==> src/rtl/ctl_pulse_pkg.sv <==
package ctl_pulse_pkg;
  typedef struct packed {
    logic latch;
    logic blank;
    logic reset_req;
  } ctl_evt_t;
endpackage

==> src/rtl/ctl_sync.sv <==
module ctl_sync #(
  parameter int STAGES = 2
) (
  input  logic clk_i,
  input  logic rst_ni,
  input  logic d_i,
  output logic q_o
);
  logic [STAGES-1:0] ff_q;

  generate
    if (STAGES == 1) begin : g_one
      always_ff @(posedge clk_i or negedge rst_ni)
        if (!rst_ni) ff_q <= '0;
        else         ff_q <= d_i;
    end else begin : g_chain
      always_ff @(posedge clk_i or negedge rst_ni)
        if (!rst_ni) ff_q <= '0;
        else         ff_q <= {ff_q[STAGES-2:0], d_i};
    end
  endgenerate

  assign q_o = ff_q[STAGES-1];
endmodule

==> src/rtl/high_timer.sv <==
module high_timer #(
  parameter int BLANK_CYCLES = 8,
  localparam int CNT_W = $clog2(BLANK_CYCLES + 1)
) (
  input  logic clk_i,
  input  logic rst_ni,
  input  logic lvl_i,
  output logic blank_o
);
  localparam logic [CNT_W-1:0] CNT_MAX = CNT_W'(BLANK_CYCLES);

  logic [CNT_W-1:0] cnt_q;

  // counts prior high cycles; clears on low, holds at limit
  always_ff @(posedge clk_i or negedge rst_ni)
    if (!rst_ni)             cnt_q <= '0;
    else if (!lvl_i)         cnt_q <= '0;
    else if (cnt_q != CNT_MAX) cnt_q <= cnt_q + 1'b1;

  assign blank_o = lvl_i && (cnt_q == CNT_MAX);


  no_overflow_chk: assert property (@(posedge clk_i) disable iff (!rst_ni)
    cnt_q <= CNT_MAX);


  cnt_clear_chk: assert property (@(posedge clk_i) disable iff (!rst_ni)
    !lvl_i |=> cnt_q == '0);
endmodule

==> src/rtl/evt_gen.sv <==
module evt_gen
  import ctl_pulse_pkg::*;
(
  input  logic     clk_i,
  input  logic     rst_ni,
  input  logic     lvl_i,
  input  logic     blank_i,
  output ctl_evt_t evt_o
);
  logic lvl_q, blank_q;

  always_ff @(posedge clk_i or negedge rst_ni)
    if (!rst_ni) begin
      lvl_q   <= 1'b0;
      blank_q <= 1'b0;
    end else begin
      lvl_q   <= lvl_i;
      blank_q <= blank_i;
    end

  assign evt_o.latch     = lvl_i & ~lvl_q;
  assign evt_o.blank     = blank_i;
  assign evt_o.reset_req = blank_i & ~blank_q;


  latch_single_chk: assert property (@(posedge clk_i) disable iff (!rst_ni)
    evt_o.latch |=> !evt_o.latch);


  rst_req_single_chk: assert property (@(posedge clk_i) disable iff (!rst_ni)
    evt_o.reset_req |=> !evt_o.reset_req);


  rst_req_with_blank_chk: assert property (@(posedge clk_i) disable iff (!rst_ni)
    evt_o.reset_req |-> evt_o.blank);


  blank_needs_high_chk: assert property (@(posedge clk_i) disable iff (!rst_ni)
    evt_o.blank |-> lvl_i);
endmodule

==> src/rtl/ctl_pulse_classifier.sv <==
module ctl_pulse_classifier
  import ctl_pulse_pkg::*;
#(
  parameter int SYNC_STAGES      = 2,
  parameter int LATCH_MAX_CYCLES = 4,
  parameter int BLANK_CYCLES     = 8,
  localparam int CHK_W = $clog2(LATCH_MAX_CYCLES + 2)
) (
  input  logic clk_i,
  input  logic rst_ni,
  input  logic ctl_i,
  output logic latch_o,
  output logic blank_o,
  output logic reset_req_o
);
  logic     ctl_s;
  logic     blank_w;
  ctl_evt_t evt;

  ctl_sync #(.STAGES(SYNC_STAGES)) u_sync (
    .clk_i (clk_i),
    .rst_ni(rst_ni),
    .d_i   (ctl_i),
    .q_o   (ctl_s)
  );

  high_timer #(.BLANK_CYCLES(BLANK_CYCLES)) u_timer (
    .clk_i  (clk_i),
    .rst_ni (rst_ni),
    .lvl_i  (ctl_s),
    .blank_o(blank_w)
  );

  evt_gen u_evt (
    .clk_i  (clk_i),
    .rst_ni (rst_ni),
    .lvl_i  (ctl_s),
    .blank_i(blank_w),
    .evt_o  (evt)
  );

  assign latch_o     = evt.latch;
  assign blank_o     = evt.blank;
  assign reset_req_o = evt.reset_req;

  // independent short-pulse window count for the no-blank guarantee
  localparam logic [CHK_W-1:0] CHK_MAX = CHK_W'(LATCH_MAX_CYCLES + 1);
  logic [CHK_W-1:0] chk_run_q;

  always_ff @(posedge clk_i or negedge rst_ni)
    if (!rst_ni)                 chk_run_q <= '0;
    else if (!ctl_s)             chk_run_q <= '0;
    else if (chk_run_q != CHK_MAX) chk_run_q <= chk_run_q + 1'b1;


  short_no_blank_chk: assert property (@(posedge clk_i) disable iff (!rst_ni)
    blank_o |-> chk_run_q > CHK_W'(LATCH_MAX_CYCLES));


  latch_no_blank_chk: assert property (@(posedge clk_i) disable iff (!rst_ni)
    latch_o |-> !blank_o);
endmodule

==> config.mk <==
export PLATFORM = sky130hd
export DESIGN_NAME = ctl_pulse_classifier
export DESIGN_NICKNAME = d
export VERILOG_FILES = /design/src/rtl/ctl_pulse_pkg.sv /design/src/rtl/ctl_sync.sv /design/src/rtl/high_timer.sv /design/src/rtl/evt_gen.sv /design/src/rtl/ctl_pulse_classifier.sv
export SDC_FILE = /design/constraint.sdc
export NUM_CORES = 1
export LEC_CHECK = 0
export BUFFER_PORTS_ARGS = -buffer_cell sky130_fd_sc_hd__buf_2
export CORE_AREA = 2 2 39 41
export DETAILED_ROUTE_END_ITERATION = 12
export DIE_AREA = 0 0 41 43
export GPL_ROUTABILITY_DRIVEN = 0
export HOLD_SLACK_MARGIN = 0.06
export PLACE_DENSITY = 0.41
export SETUP_SLACK_MARGIN = 0.1
export SLEW_MARGIN = 25
export SYNTH_ARGS = -nofsm -noshare
export SYNTH_HDL_FRONTEND = slang
export SYNTH_SLANG_ARGS = --single-unit
export TNS_END_PERCENT = 1
==> constraint.sdc <==
create_clock -name clk_i -period 1.31 [get_ports clk_i]
set_input_delay 0.1965 -clock clk_i [delete_from_list [all_inputs] [get_ports clk_i]]
set_output_delay 0.1965 -clock clk_i [all_outputs]
set_load 0.005 [all_outputs]
==> metrics <==
Die H 43 um; die area 1760 sq um; unique cell type count in the Yosys netlist 12; area grow syn2layout 37.1%; cts bufs inserted 3; Post-Syn Instances 27; Root Driver clkbuf_4; worst slew pin tran 190 ps; vias in the first global route 260; worst hold path class in2async; top-count cell post-synth dfrtp_1; TNS Setup -198 ps; clock latency on the worst-skew pair 240 ps; Power Density 1130 nW/um^2; Routed Antenna Nets 0; FP Rows 14; post-synthesis sequential area ratio 0.606; Multi-input gate area 139 sq um; EDFF count, synth 0; Post-Route Utilization 0.327; Worst setup SP type flop; worst reg2reg path endpoint u_timer.cnt_q[0]; Non-Filler Instances 55; Synth top cells by count dfrtp_1, nor2_1, inv_1, ha_1, nand3_1; RSZ-0062 raised after global routing yes; internal power 0.398 mW; R2R depth 5; Core Area 1380 sq um; reg2reg start u_timer.cnt_q[1]; Seq cells post-synth 8; maximum vdd ir drop 520 uV; Leak 0.231 nW; Relative slew margins 0.872; status finished with violations; fraction of layout cells with a size suffix above 1 0.436; Logic pwr share 0.127; Total Routing Usage GR 0.0877; Place WS 26.3 ps; CTS Sinks 8; Synth area leaders dfrtp_1, ha_1, nand3b_4, nor2_1, inv_1; # setup viols final 2; period utilisation layout 1.09; CTS tree done; H-tree levels 1; WL per Instance 9.53 um; CP required 1110 ps; Seq pwr share 0.524; Clock power frac 0.349; Worst Path Max Fanout 5; Post-Syn Area 330 sq um; ant diodes 0; post-route cell area 453 sq um; width of the die 41 um; switching part of the total power 0.223; failing checks negative setup slack; Final #Nets 46; largest net degree at the start of global routing 9; post-layout min period 1420 ps; Setup Skew 2.77 ps; syn_nets 32; Fin. Hold Viols 0; maximum clock path buffer count 2; # fillers 143; antenna violations before repair 0; r2r setup slk 260 ps; # DRC 0; DP Wirelength 398 um; Avg Vias per Cell 3.95; FMAX 0.702 GHz; max-cap violation count 0; Synth Area per Inst 12.2 sq um; first-pass GRT wire length 1.01 mm; net switching power 0.114 mW; io pins 6; CP Data Arrival Time 1230 ps; Main synth FF type dfrtp_1; Post-Route WL 524 um; hold_ws 307 ps; clk slew on worst S/H paths 50 ps; port bufs 5; critical path type reg2out; cell taking the most area after synthesis dfrtp_1; DRT Pass-1 Iters 1; Initial DRC Count 0; Slew Viols, Final 0; crit path capture type output pin; yosys synthesis warning count 0; Sequential Area 200 sq um; Post-DP Area 383 sq um; DR vias 217; Final WS setup -115 ps; ys async rst share 1.00; Total Power 0.513 mW; Synth top area share 0.606; grt total ovfl 0; Initial Utilization 0.239; placed instance count 49
[state kept, by name, indices dropped and copies added, names as in the netlist]
name / count
u_evt.blank_q: 1
u_timer.cnt_q: 4
u_sync.ff_q: 2
u_evt.lvl_q: 1
[worst max-delay path by stage]
stage / end / cells past startpoint / slack [ps] / startpoint
floorplan: reset_req_o / 4 / 180 / u_timer.cnt_q[0]
global placement: reset_req_o / 5 / 60 / u_timer.cnt_q[1]
detailed placement: reset_req_o / 5 / 30 / u_timer.cnt_q[1]
CTS: reset_req_o / 5 / -130 / u_timer.cnt_q[1]
global route: reset_req_o / 5 / -180 / u_timer.cnt_q[1]
finish: reset_req_o / 5 / -110 / u_timer.cnt_q[1]
[worst max-delay path: stages, from the launching register on]
cell and delay (ps):
dfrtp_1 390, inv_2 80, ha_4 140, nand3b_4 110
nor3_2 120, buf_2 130
[placed cells by master, fill, tap and decap left out]
cell,instances
dfrtp_1,8
buf_2,5
nor2_1,4
inv_2,3
clkbuf_4,3
nand3_1,2
dlygate4sd3_1,2
buf_4,2
nand3b_4,1
nor2_2,1
nor3_2,1
a21oi_1,1
mux2i_1,1
o31ai_1,1
xnor2_1,1
xor2_1,1
ha_4,1
ha_1,1
[final cells by class]
cell class / count / share of cell area
inverter: 3 / 0.0249
clock buffer: 3 / 0.0497
multi-input combinational: 16 / 0.307
sequential: 8 / 0.442
timing repair buffer: 9 / 0.133
tap: 16 / 0.0442
[timing repair]
action                                  in CTS  in global routing
resized for setup                            7                  0
hold buffers                                 2                  0
pin swaps                                    0                  1
endpoints found under the setup margin       3                  3
endpoints found under the hold margin        9                  0
buffers inserted                             1                  0
[metal layers]
metal	up-vias	routed length [um]	global-route usage
met3	0	18	0.0157
met1	99	232	0.101
met2	5	272	0.128
li1	113	-	-
met5	-	0	0
met4	0	0	0.0800
[power groups by stage]
stage | Sequential [mW] | Clock, mW | Combinational, mW
global route | 0.270 | 0.206 | 0.0726
global placement | 0.272 | 0 | 0.0459
detailed placement | 0.272 | 0 | 0.0460
finish | 0.269 | 0.179 | 0.0650
CTS | 0.269 | 0.191 | 0.0661
floorplan | 0.271 | 0 | 0.0279
[kinds of logic (layout without fill, tap and decap cells)]
logic type,count (synthesis),after routing,share of synthesized area
xor+xnor,2,2,0.0530
fa+ha+maj,2,2,0.0757
simple gates,9,9,0.163
mux,1,1,0.0303
flops,8,8,0.606
buf+inv,3,15,0.0341
compound gates,2,2,0.0379
No activity file was read; power rests on OpenSTA's default activity.
